### config.mk
export PLATFORM = sky130hd
export DESIGN_NAME = blkdma_read_engine
export DESIGN_NICKNAME = d
export VERILOG_FILES = /design/src/rtl/blkdma_pkg.sv /design/src/rtl/blkdma_geom_map.sv /design/src/rtl/blkdma_regs.sv /design/src/rtl/blkdma_xfer.sv /design/src/rtl/blkdma_read_engine.sv
export SDC_FILE = /design/constraint.sdc
export NUM_CORES = 1
export LEC_CHECK = 0
export ABC_AREA = 1
export CAP_MARGIN = 5
export CELL_PAD_IN_SITES_DETAIL_PLACEMENT = 0
export CELL_PAD_IN_SITES_GLOBAL_PLACEMENT = 1
export CORE_MARGIN = 1.5
export CORE_UTILIZATION = 48
export DETAILED_ROUTE_END_ITERATION = 16
export DONT_BUFFER_PORTS = 1
export PLACE_DENSITY = 0.86
export SYNTH_ARGS = -nofsm -noshare
export SYNTH_HDL_FRONTEND = slang
export SYNTH_HIERARCHICAL = 1
export SYNTH_SLANG_ARGS = --single-unit
### constraint.sdc
create_clock -name clk -period 4.6 [get_ports clk]
set_clock_uncertainty 0.2 [all_clocks]
set_input_delay 0.46 -clock clk [delete_from_list [all_inputs] [get_ports clk]]
set_output_delay 0.46 -clock clk [all_outputs]
set_load 0.005 [all_outputs]
### src/rtl/blkdma_pkg.sv
// Shared definitions for the sector read engine: transfer states and the
// register map used by the software-facing register bank.
package blkdma_pkg;

    typedef enum logic [1:0] {
        XS_IDLE = 2'd0,
        XS_SEEK = 2'd1,
        XS_XFER = 2'd2
    } xfer_state_e;

    // Register word offsets
    localparam logic [1:0] OFS_CTRL = 2'd0;
    localparam logic [1:0] OFS_LBN  = 2'd1;
    localparam logic [1:0] OFS_DST  = 2'd2;

    // Control bits (write) and status bits (read) at OFS_CTRL
    localparam int CTL_START = 0;
    localparam int CTL_ACK   = 1;
    localparam int STAT_BUSY = 0;
    localparam int STAT_DONE = 1;
    localparam int STAT_ERR  = 2;

endpackage

### src/rtl/blkdma_geom_map.sv
// Translates a flat block index into a (track, surface, sector) position.
// Assumes all counts are constants; the divisions reduce to constant dividers.
module blkdma_geom_map #(
    parameter int SECT_PER_TRACK = 8,
    parameter int SURFACES       = 4,
    parameter int TRACKS         = 16,
    localparam int SECT_W = $clog2(SECT_PER_TRACK),
    localparam int SURF_W = $clog2(SURFACES),
    localparam int TRK_W  = $clog2(TRACKS)
) (
    input  logic [31:0]       lbn_i,
    output logic [SECT_W-1:0] sector_o,
    output logic [SURF_W-1:0] surface_o,
    output logic [TRK_W-1:0]  track_o,
    output logic              in_range_o
);
    localparam logic [31:0] SPT_U   = 32'(SECT_PER_TRACK);
    localparam logic [31:0] SURF_U  = 32'(SURFACES);
    localparam logic [31:0] CYL_U   = 32'(SECT_PER_TRACK * SURFACES);
    localparam logic [31:0] TOTAL_U = 32'(SECT_PER_TRACK * SURFACES * TRACKS);

    logic [31:0] per_track_q;

    // Mixed-radix split of the flat index.
    always_comb begin
        per_track_q = lbn_i / SPT_U;
        sector_o    = SECT_W'(lbn_i % SPT_U);
        surface_o   = SURF_W'(per_track_q % SURF_U);
        track_o     = TRK_W'(lbn_i / CYL_U);
        in_range_o  = (lbn_i < TOTAL_U);
    end

endmodule

### src/rtl/blkdma_regs.sv
// Software register bank: flat index, destination address, control/status.
// Assumes the transfer engine reports busy and a one-cycle finish strobe.
module blkdma_regs
    import blkdma_pkg::*;
(
    input  logic        clk,
    input  logic        rst_n,
    input  logic        reg_wr_en,
    input  logic [1:0]  reg_addr,
    input  logic [31:0] reg_wdata,
    output logic [31:0] reg_rdata,
    input  logic        busy_i,
    input  logic        in_range_i,
    input  logic        finish_i,
    output logic        start_o,
    output logic [31:0] lbn_o,
    output logic [31:0] dst_o,
    output logic        err_o,
    output logic        irq_o
);
    logic cmd_wr, want_start, want_ack;
    logic done_q, err_q;
    logic [31:0] lbn_q, dst_q;

    // Decode control writes and decide whether a start is accepted.
    always_comb begin
        cmd_wr     = reg_wr_en && (reg_addr == OFS_CTRL);
        want_start = cmd_wr && reg_wdata[CTL_START];
        want_ack   = cmd_wr && reg_wdata[CTL_ACK];
        start_o    = want_start && !busy_i && in_range_i;
    end

    // Register storage with sticky done/error flags; later updates take priority.
    always_ff @(posedge clk) begin
        if (!rst_n) begin
            lbn_q  <= '0;
            dst_q  <= '0;
            done_q <= 1'b0;
            err_q  <= 1'b0;
        end else begin
            if (reg_wr_en && !busy_i && reg_addr == OFS_LBN)
                lbn_q <= reg_wdata;
            if (reg_wr_en && !busy_i && reg_addr == OFS_DST)
                dst_q <= {reg_wdata[31:2], 2'b00};
            if (want_ack) begin
                done_q <= 1'b0;
                err_q  <= 1'b0;
            end
            if (want_start && (busy_i || !in_range_i))
                err_q <= 1'b1;
            if (start_o)
                done_q <= 1'b0;
            if (finish_i)
                done_q <= 1'b1;
        end
    end

    // Read-data multiplexer.
    always_comb begin
        reg_rdata = '0;
        case (reg_addr)
            OFS_CTRL: begin
                reg_rdata[STAT_BUSY] = busy_i;
                reg_rdata[STAT_DONE] = done_q;
                reg_rdata[STAT_ERR]  = err_q;
            end
            OFS_LBN: reg_rdata = lbn_q;
            OFS_DST: reg_rdata = dst_q;
            default: reg_rdata = '0;
        endcase
    end

    assign lbn_o = lbn_q;
    assign dst_o = dst_q;
    assign err_o = err_q;
    assign irq_o = done_q;

endmodule

### src/rtl/blkdma_xfer.sv
// Transfer sequencer: waits a fixed positioning delay, then streams one
// sector from the storage port to the memory write channel.
// Assumes storage answers combinationally and ACCESS_LAT >= 1.
module blkdma_xfer
    import blkdma_pkg::*;
#(
    parameter int SECTOR_BYTES = 512,
    parameter int ACCESS_LAT   = 20,
    parameter int SECT_W       = 3,
    parameter int SURF_W       = 2,
    parameter int TRK_W        = 4,
    localparam int WORDS  = SECTOR_BYTES / 4,
    localparam int WORD_W = $clog2(WORDS),
    localparam int CNT_W  = $clog2(ACCESS_LAT + 1)
) (
    input  logic              clk,
    input  logic              rst_n,
    input  logic              start_i,
    input  logic [SECT_W-1:0] sector_i,
    input  logic [SURF_W-1:0] surface_i,
    input  logic [TRK_W-1:0]  track_i,
    input  logic [31:0]       dst_i,
    output logic              busy_o,
    output logic              finish_o,
    output logic              dma_valid,
    input  logic              dma_ready,
    output logic [31:0]       dma_addr,
    output logic [31:0]       dma_data,
    output logic [SECT_W-1:0] stor_sector,
    output logic [SURF_W-1:0] stor_surface,
    output logic [TRK_W-1:0]  stor_track,
    output logic [WORD_W-1:0] stor_word,
    input  logic [31:0]       stor_rdata
);
    localparam logic [WORD_W-1:0] LAST_WORD = WORD_W'(WORDS - 1);
    localparam logic [CNT_W-1:0]  LAT_LOAD  = CNT_W'(ACCESS_LAT - 1);

    xfer_state_e        state_q;
    logic [CNT_W-1:0]   lat_q;
    logic [WORD_W-1:0]  word_q;
    logic [31:0]        addr_q;
    logic [SECT_W-1:0]  sect_q;
    logic [SURF_W-1:0]  surf_q;
    logic [TRK_W-1:0]   trk_q;

    // Sequencer: idle -> positioning delay -> word stream -> idle.
    always_ff @(posedge clk) begin
        if (!rst_n) begin
            state_q <= XS_IDLE;
            lat_q   <= '0;
            word_q  <= '0;
            addr_q  <= '0;
            sect_q  <= '0;
            surf_q  <= '0;
            trk_q   <= '0;
        end else begin
            case (state_q)
                XS_IDLE: if (start_i) begin
                    sect_q  <= sector_i;
                    surf_q  <= surface_i;
                    trk_q   <= track_i;
                    addr_q  <= dst_i;
                    word_q  <= '0;
                    lat_q   <= LAT_LOAD;
                    state_q <= XS_SEEK;
                end
                XS_SEEK: begin
                    if (lat_q == '0) state_q <= XS_XFER;
                    else             lat_q   <= lat_q - 1'b1;
                end
                XS_XFER: if (dma_ready) begin
                    if (word_q == LAST_WORD) begin
                        state_q <= XS_IDLE;
                    end else begin
                        word_q <= word_q + 1'b1;
                        addr_q <= addr_q + 32'd4;
                    end
                end
                default: state_q <= XS_IDLE;
            endcase
        end
    end

    // Port and status outputs.
    always_comb begin
        busy_o       = (state_q != XS_IDLE);
        dma_valid    = (state_q == XS_XFER);
        finish_o     = dma_valid && dma_ready && (word_q == LAST_WORD);
        dma_addr     = addr_q;
        dma_data     = stor_rdata;
        stor_sector  = sect_q;
        stor_surface = surf_q;
        stor_track   = trk_q;
        stor_word    = word_q;
    end

endmodule

### src/rtl/blkdma_read_engine.sv
// Top level of the sector read engine: register bank, geometry translation
// and transfer sequencer. Assumes a same-cycle storage array on the stor_* port.
module blkdma_read_engine #(
    parameter int SECTOR_BYTES   = 512,
    parameter int SECT_PER_TRACK = 8,
    parameter int SURFACES       = 4,
    parameter int TRACKS         = 16,
    parameter int ACCESS_LAT     = 20,
    localparam int SECT_W = $clog2(SECT_PER_TRACK),
    localparam int SURF_W = $clog2(SURFACES),
    localparam int TRK_W  = $clog2(TRACKS),
    localparam int WORD_W = $clog2(SECTOR_BYTES / 4)
) (
    input  logic              clk,
    input  logic              rst_n,
    input  logic              reg_wr_en,
    input  logic [1:0]        reg_addr,
    input  logic [31:0]       reg_wdata,
    output logic [31:0]       reg_rdata,
    output logic              irq,
    output logic              dma_valid,
    input  logic              dma_ready,
    output logic [31:0]       dma_addr,
    output logic [31:0]       dma_data,
    output logic [SURF_W-1:0] stor_surface,
    output logic [TRK_W-1:0]  stor_track,
    output logic [SECT_W-1:0] stor_sector,
    output logic [WORD_W-1:0] stor_word,
    input  logic [31:0]       stor_rdata
);
    logic              xfer_busy, xfer_finish, start_go, lbn_ok, err_flag;
    logic [31:0]       lbn_val, dst_val;
    logic [SECT_W-1:0] map_sector;
    logic [SURF_W-1:0] map_surface;
    logic [TRK_W-1:0]  map_track;

    blkdma_regs u_regs (
        .clk        (clk),
        .rst_n      (rst_n),
        .reg_wr_en  (reg_wr_en),
        .reg_addr   (reg_addr),
        .reg_wdata  (reg_wdata),
        .reg_rdata  (reg_rdata),
        .busy_i     (xfer_busy),
        .in_range_i (lbn_ok),
        .finish_i   (xfer_finish),
        .start_o    (start_go),
        .lbn_o      (lbn_val),
        .dst_o      (dst_val),
        .err_o      (err_flag),
        .irq_o      (irq)
    );

    blkdma_geom_map #(
        .SECT_PER_TRACK (SECT_PER_TRACK),
        .SURFACES       (SURFACES),
        .TRACKS         (TRACKS)
    ) u_geom (
        .lbn_i      (lbn_val),
        .sector_o   (map_sector),
        .surface_o  (map_surface),
        .track_o    (map_track),
        .in_range_o (lbn_ok)
    );

    blkdma_xfer #(
        .SECTOR_BYTES (SECTOR_BYTES),
        .ACCESS_LAT   (ACCESS_LAT),
        .SECT_W       (SECT_W),
        .SURF_W       (SURF_W),
        .TRK_W        (TRK_W)
    ) u_xfer (
        .clk          (clk),
        .rst_n        (rst_n),
        .start_i      (start_go),
        .sector_i     (map_sector),
        .surface_i    (map_surface),
        .track_i      (map_track),
        .dst_i        (dst_val),
        .busy_o       (xfer_busy),
        .finish_o     (xfer_finish),
        .dma_valid    (dma_valid),
        .dma_ready    (dma_ready),
        .dma_addr     (dma_addr),
        .dma_data     (dma_data),
        .stor_sector  (stor_sector),
        .stor_surface (stor_surface),
        .stor_track   (stor_track),
        .stor_word    (stor_word),
        .stor_rdata   (stor_rdata)
    );

endmodule

After elaboration in Yosys (flattened, before gate mapping)
Index checks and enable logic that the tools add are counted.
{ "totals": {"word_cells": 74, "output_inout_bits": 114, "regBits": 119, "input_bits": 70} }
{ "classes": {"n_eq_ne": 11, "n_mux": 22, "addsub": 3, "reduce_logical": 26, "n_lt_le_gt_ge": 1} }
{ "op_table": {"columns": ["op", "n"], "rows": [
  ["2-to-1 mux 32 bit", 3],
  ["case mux 32 bit (2 select lines)", 1],
  ["case mux 29 bit (2 select lines)", 1],
  ["adder 32 x 3 -> 32 bit (second input constant)", 1],
  ["< comparator 32 x 10 -> 1 bit (second input constant)", 1],
  ["2-to-1 mux 7 bit", 3],
  ["case mux 7 bit (2 select lines)", 1],
  ["logical AND 1 bit", 11],
  ["2-to-1 mux 5 bit", 2],
  ["case mux 5 bit (2 select lines)", 1],
  ["case mux 3 bit (3 select lines)", 1],
  ["2-to-1 mux 2 bit", 4],
  ["AND reduction 4 bit", 2],
  ["nonzero test 2 bit", 4],
  ["adder 7 x 1 -> 7 bit (second input constant)", 1],
  ["== test 7 bit (second input constant)", 1],
  ["inequality test 2 x 1 -> 1 bit (second input constant)", 3],
  ["inequality test 2 bit (second input constant)", 3],
  ["case mux 2 bit (3 select lines)", 1],
  ["zero test 5 bit", 1],
  ["subtractor 5 x 1 -> 5 bit (second input constant)", 1],
  ["== test 2 x 1 -> 1 bit (second input constant)", 2],
  ["== test 2 bit (second input constant)", 2],
  ["zero test 2 bit", 2],
  ["6 further kinds", 10]
]} }

Depth between registers and ports, before layout
Gate-level depths: netlist of the first run.
{ "logic_depth": {"depth_word": 7, "depth_mapped": 19, "depth_no_buf": 18} }

Hierarchy
The synthesis of the first run kept the hierarchy.
{ "by_module_without_submodules": {"columns": ["module", "area_per_inst_um2", "cells_each", "seq_area_each_um2", "instances"], "rows": [
  ["blkdma_xfer", 3604.7, 574, 1101.1, 1],
  ["blkdma_regs", 2959.1, 407, 1281.2, 1],
  ["blkdma_geom_map", 151.4, 30, 0.0, 1]
]} }

Worst setup path before layout of the first run
No wires, ideal clock.
{ "synth_path": {"path_type": "in2reg", "from": "input reg_addr[0]", "to": "register u_xfer.addr_q[15] (netlist: u_xfer/dma_addr[15])", "t_required_ns": 4.262, "slack_ns": 2.520, "n_path_buf": 2, "arrival_time_ns": 1.742, "setup_ns": 0.138, "cell_stages": 15, "path_cell_list": "inv_1 ha_1 nand2_1 nor2_1 nand2_1 inv_1 inv_1 nand2_1 o21ai_2 nor2_4 nand2_4 buf_6 buf_8 nand2_2 a21oi_2"} }
{ "synth_via": {"elab_chain_cells": 7} }
{ "synth_rtl": {"columns": ["item", "line", "rtl"], "rows": [
  ["start, declared", "blkdma_read_engine.sv:17", "input logic [1:0] reg_addr,"],
  ["zero test 2 bit", "blkdma_regs.sv:27", "cmd_wr = reg_wr_en && (reg_addr == OFS_CTRL);"],
  ["logical AND 1 bit", "blkdma_regs.sv:27", null],
  ["logical AND 1 bit", "blkdma_regs.sv:28", "want_start = cmd_wr && reg_wdata[CTL_START];"],
  ["logical AND 1 bit (2 in a row)", "blkdma_regs.sv:30", "start_o = want_start && !busy_i && in_range_i;"],
  ["named net start_go", "blkdma_read_engine.sv:31", "logic xfer_busy, xfer_finish, start_go, lbn_ok, err_flag;"],
  ["inequality test 2 bit (no source line)", null, null],
  ["AND reduction 4 bit (no source line)", null, null],
  ["end signal, assigned", "blkdma_xfer.sv:62", "addr_q <= dst_i;"],
  ["end signal, assigned", "blkdma_xfer.sv:76", "addr_q <= addr_q + 32'd4;"],
  ["end, declared", "blkdma_xfer.sv:41", "logic [31:0] addr_q;"]
]} }
The timed path passes the listed nets, and every way through them passes these cells.
A chain may end at the register's enable or synchronous reset.

Final worst setup path of the first run
{ "layout_path": {"from": "register u_regs.lbn_q[19] (netlist: u_regs/lbn_o[19])", "to": "register u_xfer.lat_q[2]"} }
{ "layout_via": {"elab_chain_cells": 4} }
{ "layout_rtl": {"columns": ["item", "line", "rtl"], "rows": [
  ["start, declared", "blkdma_regs.sv:23", "logic [31:0] lbn_q, dst_q;"],
  ["start signal, assigned", "blkdma_regs.sv:42", "lbn_q <= reg_wdata;"],
  ["< comparator 32 x 10 -> 1 bit", "blkdma_geom_map.sv:30", "in_range_o = (lbn_i < TOTAL_U);"],
  ["named net lbn_ok", "blkdma_read_engine.sv:31", null],
  ["logical AND 1 bit", "blkdma_regs.sv:30", null],
  ["named net start_go", "blkdma_read_engine.sv:31", null],
  ["inequality test 2 bit (no source line)", null, null],
  ["AND reduction 3 bit (no source line)", null, null],
  ["end signal, assigned", "blkdma_xfer.sv:69", "else lat_q <= lat_q - 1'b1;"],
  ["end, declared", "blkdma_xfer.sv:39", "logic [CNT_W-1:0] lat_q;"]
]} }
The timed path passes the listed nets, and every way through them passes these cells.

==> results by group, run 1 <==
Status
  • Outcome: finished clean

Critical path
  • Arrival time worst endpoint: 3020 ps
  • CP Launch Type: register
  • Critical-path maximum fanout: 15
  • CP Data Required Time: 4700 ps
  • Kind of critical path: register to register
  • Setup crit end kind: register

Timing
  • Final Critical Period: 2930 ps
  • Final setup violation count: 0
  • Part of the cycle the worst path needs: 0.636
  • Fmax: 342 MHz
  • RSZ-0062 raised after global routing: false
  • Slew margin rel.: 0.313
  • Slew Limit Fails: 0
  • Slew at the pin closest to its max-slew limit: 1020 ps
  • TNS Setup: 0 ps
  • Fin. Hold Viols: 0

Detailed routing
  • ANT nets after route: 0
  • DRC: 0
  • DRT Wirelength: 17900 um
  • DR WL met3: 1470 um
  • DRT Pass-1 Iters: 5
  • Via count: 5861
  • Met2 WL: 7710 um
  • Via density: 5.15
  • DR WL/cell: 15.7 um
  • Max layer used: met4
  • Iter 0 DRT Violations: 456
  • Post-Route M1 WL: 8520 um

Power and ir drop
  • Leakage Power: 2.34 nW
  • Cell Pwr Density: 389 nW/um2
  • Worst vdd ir: 0.000275 V
  • Pwr Total: 2.73 mW

Die
  • Die Ht: 121 um
  • Core Rows: 43
  • IO Count: 184
  • Starting Density: 0.488
  • Die ar.: 14700 um2
  • Die Span X: 121 um
  • Core area: 13800 um2

Cells and area
  • Fraction of layout cells with a size suffix above 1: 0.0876
  • Register Area: 2380 um2
  • Ant diodes: 0
  • Layout Nets: 1023
  • Syn-to-layout area delta: 4.42%
  • Filler cells: 1475
  • Footprint of the multi-input gates: 3250 um2

Yosys
  • Post-synth top cells: nand2_1, nor2_1, a21oi_1
  • Prevailing post-synth register cell: dfxtp_1
  • Syn Inst Count: 1011
  • Post-synthesis sequential area ratio: 0.355
  • Syn Std Cell Area: 6720 um2
  • Yosys warnings: 6
  • Cell taking the most area after synthesis: dfxtp_1
  • Syn Area/Cell: 6.64 um2
  • Synthesis-stage register bit count: 119
  • Async set-or-reset flop fraction in the synthesized netlist: 0
  • Synth top area cells: dfxtp_1, nand2_1, a21oi_1
  • Synth unique cells: 46
  • Area share of the largest cell type after synthesis: 0.355
  • Number of flops mapped to enable cells by yosys: 0
  • Count leader, synth: nand2_1

Place
  • Hpwl dp: 11800 um
  • I/O Buffers: 0
  • Routability congestion estimate: 0.809

Min path
  • Worst Hold Class: input port to register

Clock network
  • Clk slew on worst S/H paths: 60 ps
  • Clock root cell: clkbuf_16
  • Setup bufs post-CTS: 0
  • Clock buffer depth: 2
  • Skew-Pair Late Insertion Delay: 420 ps
  • Clock buffers created by TritonCTS: 17
  • CTS tree: done
  • Number of H-tree levels: 4
  • Cts hold-fix bufs: 3
  • CTS Sinks: 119
  • CTS-repair resized insts: 0

GRT
  • Pin count of the biggest net entering global routing: 80
  • Initial antenna violation count: 0
  • All-Layer GR Usage: 0.246
  • Vias in the first global route: 5136
  • Grt total ovfl: 0
  • First-pass GRT wire length: 28100 um

Run
  • Max_cap viols: 0
-- per-layer routing --
metal  up-vias  track usage
met3        14       0.0879
met2       159        0.353
met4         0       0.0772
met1      2616        0.342
li1       3072            -
met5         -            0
-- layout by cell type, fill, tap and decap left out, drive strengths merged, types with 3 or more instances in the layout --
cell and count:
a21oi 134, bufinv 5, ha 7, nor3 5, buf 4, o21ai 101
nand4 3, inv 116, nor2 134, nand2 237, clkinv 5, dfxtp 119
clkbuf 19, clkinvlp 3, nand3 39, a31oi 4
-- area by class of cell --
type,count,share of cell area
Sequential cell,119,0.340
Clock buffer,19,0.0632
Timing Repair Buffer,6,0.00999
Inverter,116,0.0625
Tap cell,180,0.0321
Multi-Input combinational cell,686,0.464
Clock inverter,13,0.0287
-- metrics by stage --
step	cell area [um2]	hold WS, ps	utilization	setup WS [ps]	instances
after CTS	7010	2.53	0.509	1630	1139
after detailed placement	6320	249	0.459	1640	1104
after floorplan	6720	234	-	2520	1012
after global routing	7010	8.09	0.509	1240	1139
final	7010	12.8	0.509	1670	1139
after global placement	6320	246	0.459	1740	1104
-- path summary, 6_finish.rpt --
kind | cells past startpoint | startpoint | end | slack [ps]
hold / removal | 2 | reg_wdata[25] | u_regs/lbn_o[25] | 10
hold reg to reg | 2 | u_regs/lbn_o[25] | u_regs/lbn_o[25] | 260
setup reg to reg | 16 | u_regs/lbn_o[19] | u_xfer/lat_q[2] | 1670
setup / recovery | 16 | u_regs/lbn_o[19] | u_xfer/lat_q[2] | 1670
-- power breakdown --
| group | switching [mW] | internal [mW] | leakage [nW] | total, mW |
|---|---|---|---|---|
| logic | 0.114 | 0.0532 | 1.07 | 0.167 |
| registers | 0.0364 | 1.07 | 0.966 | 1.10 |
| clock network | 0.486 | 0.972 | 0.309 | 1.46 |
| total | 0.636 | 2.09 | 2.34 | 2.73 |
-- critical path: stages, from the launching register on --
cell and delay (ps):
dfxtp_1 320, nor2_1 110, nand2_1 70, nor2_1 120
nand2_1 80, nor2_2 90, inv_1 50, nor2_1 80
nand2_1 80, inv_1 60, inv_1 50, nor2_1 540
inv_1 410, nand2_1 270, nand2_1 90, xor2_1 130
nor2_1 50
-- state kept, by name, indices dropped and copies added, names as in the netlist --
register / flops
u_regs/lbn_o: 32
u_xfer/dma_addr: 32
u_regs/dst_o: 30
u_xfer/stor_word: 7
u_xfer/lat_q: 5
u_xfer/stor_track: 4
u_xfer/stor_sector: 3
u_xfer/state_q: 2
u_xfer/stor_surface: 2
u_regs/err_o: 1
u_regs/irq_o: 1
-- logic make-up (layout without fill, tap and decap cells) --
group           Yosys count  after routing  share of synthesized area
compound gates          247            247                      0.197
buf+inv                 207            154                      0.162
simple gates            425            425                      0.267
fa+ha+maj                 7              7                     0.0130
mux                       1              1                    0.00149
other cells               1              2                   0.000558
flops                   119            119                      0.355
xor+xnor                  4              4                    0.00522
(Power assumes the default switching activity.)
==> run 2, diff against run 1 <==
CORE_UTILIZATION = 44   (was 48)
PLACE_DENSITY = 0.8   (was 0.86)
clock period = 2.75 ns   (was 4.6 ns; I/O delays follow)
==> run 2 against run 1 <==
  * Power rose by 61%
  * Flip-flop and latch count stayed put
  * Routed wire length is 2.4% higher
  * Combinational power up 110%
  * Utilization fell by 0.38 points
  * Worst setup slack lost 1300 ps
  * Global-route usage is 1.4 points lower
==> results by group, run 2 (same netlist as run 1, synthesis figures left out) <==
GRT
  • Pin count of the biggest net entering global routing: 87 (+8.8%)
  • Initial antenna violation count: 0 (unchanged)
  • GR Layer Usage met1: 0.326 (-0.0157)
  • Busiest layer in global routing: met2
  • Vias in the first global route: 5515 (+7.4%)
  • Grt total ovfl: 0 (unchanged)
  • First-pass GRT wire length: 29400 um (+4.8%)
  • Global-route met2 utilization: 0.346 (-0.00756)
  • All-Layer GR Usage: 0.232 (-0.0138)
  • GRT met3 Usage: 0.0687 (-0.0191)

Die
  • Die ar.: 16000 um2 (+8.9%)
  • Starting Density: 0.457 (-0.0307)
  • Core area: 14700 um2 (+6.7%)
  • Core Rows: 44 (+2.3%)
  • IO Count: 184 (unchanged)
  • Die Span X: 127 um (+4.3%)
  • Die Ht: 127 um (+4.3%)

Timing
  • Fmax: 413 MHz (+21%)
  • Slew at the pin closest to its max-slew limit: 1050 ps (+24.8 ps)
  • Slew Limit Fails: 0 (unchanged)
  • Fin. Hold Viols: 0 (unchanged)
  • Slew margin rel.: 0.296 (-0.0166)
  • Final setup violation count: 0 (unchanged)
  • Part of the cycle the worst path needs: 0.880 (+0.244)
  • Final Worst Setup Slack: 330 ps (-1340 ps)
  • TNS Setup: 0 ps (unchanged)
  • Final Critical Period: 2420 ps (-506 ps)
  • RSZ-0062 raised after global routing: false

Cells and area
  • Commonest non-fill, non-tap cell in the layout: nand2_1
  • Layout Nets: 1070 (+4.6%)
  • Ant diodes: 0 (unchanged)
  • Design Area, Final: 7430 um2 (+5.9%)
  • Most frequent cells in the layout: nand2_1, nor2_1, a21oi_1
  • Syn-to-layout area delta: 10.6%
  • Fraction of layout cells with a size suffix above 1: 0.0915 (+0.00395)
  • Non-Filler Instances: 1189 (+4.4%)

Power and ir drop
  • Logic gate share of total power: 0.080 (+0.019)
  • Sequential share of power: 0.421 (+0.016)
  • Cell Pwr Density: 590 nW/um2 (+52%)
  • Leakage Power: 2.54 nW (+8.3%)
  • Sw Pwr: 1.09 mW (+71%)
  • Int Power: 3.30 mW (+58%)
  • Clk pwr share: 0.499 (-0.035)
  • Worst vdd ir: 0.000409 V (+49%)
  • Pwr Total: 4.38 mW (+61%)
  • Switching part of the total: 0.248 (+0.0147)

Clock network
  • Clk slew on worst S/H paths: 50 ps (about the same)
  • Clock root cell: clkbuf_16
  • Number of H-tree levels: 4 (unchanged)
  • Setup bufs post-CTS: 0 (unchanged)
  • CTS Sinks: 119 (unchanged)
  • CTS-repair resized insts: 0 (unchanged)
  • CTS tree: done
  • Clock buffers created by TritonCTS: 17 (unchanged)
  • Cts hold-fix bufs: 41 (+38)
  • Clock buffer depth: 2 (unchanged)
  • Skew-Pair Late Insertion Delay: 410 ps (about the same)

Critical path
  • Kind of cell adding the most delay to the critical path: simple AND/OR/NAND/NOR gates
  • CP Launch Type: register
  • Cell chain of the critical path: nor2_1, nand2_1, nor2_1, nand2_1, nor2_2, inv_1, nor2_1, nand2_1, inv_1, inv_1, nand2_1, o21ai_2, nor2_4, nand2_4, inv_4, o21ai_1, o21ai_0, nor2_1
  • Arrival time worst endpoint: 2520 ps (-500 ps)
  • Crit path buf inv count: 4 (unchanged)
  • CP Data Required Time: 2850 ps (-1850 ps)
  • Kind of critical path: register to register
  • Critical Path Max Stage Delay: 320 ps (-220 ps)
  • Setup crit end kind: register
  • Critical-path maximum fanout: 27 (+12)
  • Critical path's slowest cell: dfxtp_1

Detailed routing
  • DRC: 0 (unchanged)
  • Via count: 6071 (+3.6%)
  • DR WL/cell: 15.4 um (-1.9%)
  • Via density: 5.11 (-0.77%)
  • DRT Wirelength: 18300 um (+2.4%)
  • Iter 0 DRT Violations: 353 (-23%)
  • DRT Pass-1 Iters: 6 (+1)
  • ANT nets after route: 0 (unchanged)

Place
  • Dpl cells: 1117 (+1.2%)
  • Area after DPL: 6420 um2 (+1.5%)
  • Dpl ws: 335 ps (-1300 ps)
  • Routability congestion estimate: 0.801 (-0.98%)
  • I/O Buffers: 0 (unchanged)
  • Hpwl dp: 12600 um (+6.1%)

Run
  • Max_cap viols: 0 (unchanged)

Status
  • Outcome: finished clean

Min path
  • Worst Hold Class: input port to register
run 2: final timing paths:
path	from	endpoint	slack, ps	cells after the start
hold / removal	rst_n	u_regs/lbn_o[3]	40	3
setup / recovery	u_regs/lbn_o[11]	u_xfer/dma_addr[16]	330	18
hold reg to reg	u_regs/lbn_o[16]	u_regs/lbn_o[16]	260	2
setup reg to reg	u_regs/lbn_o[11]	u_xfer/dma_addr[16]	330	18
run 2: cell type report:
class                           instances  area, um2
Timing Repair Buffer                   53        543
Clock inverter                         11        125
Fill cell                            1502       7270
Multi-Input combinational cell        686       3250
Inverter                              116        438
Clock buffer                           20        457
Sequential cell                       119       2380
Tap cell                              184        230
run 2: layer usage:
layer	vias to the layer above	share of wire
li1	3153	-
met1	2740	0.49
met2	162	0.43
met3	16	0.064
met4	0	0.011
met5	-	0
run 2: per-stage QoR:
stage | hold slack, ps | utilization
6_report | 41.4 | 0.505
5_1_grt | 55.1 | 0.505
4_1_cts | 35.0 | 0.505
3_5_place_dp | 200 | 0.437
3_3_place_gp | 199 | 0.437
2_1_floorplan | 213 | -
run 2: worst reg2reg max path: cells and delay by family (launching register included):
family / cells / cell delay [ps]
buf+inv: 4 / 430
simple gates: 11 / 1010
compound gates: 3 / 370
flops: 1 / 320
run 2: power groups by stage:
stage | clock network (mW) | logic [mW] | registers [mW]
final | 2.19 | 0.349 | 1.85
after global routing | 2.33 | 0.393 | 1.85
after CTS | 2.24 | 0.348 | 1.85
after detailed placement | 0 | 0.271 | 1.88
after global placement | 0 | 0.270 | 1.88
after floorplan | 0 | 0.291 | 1.86
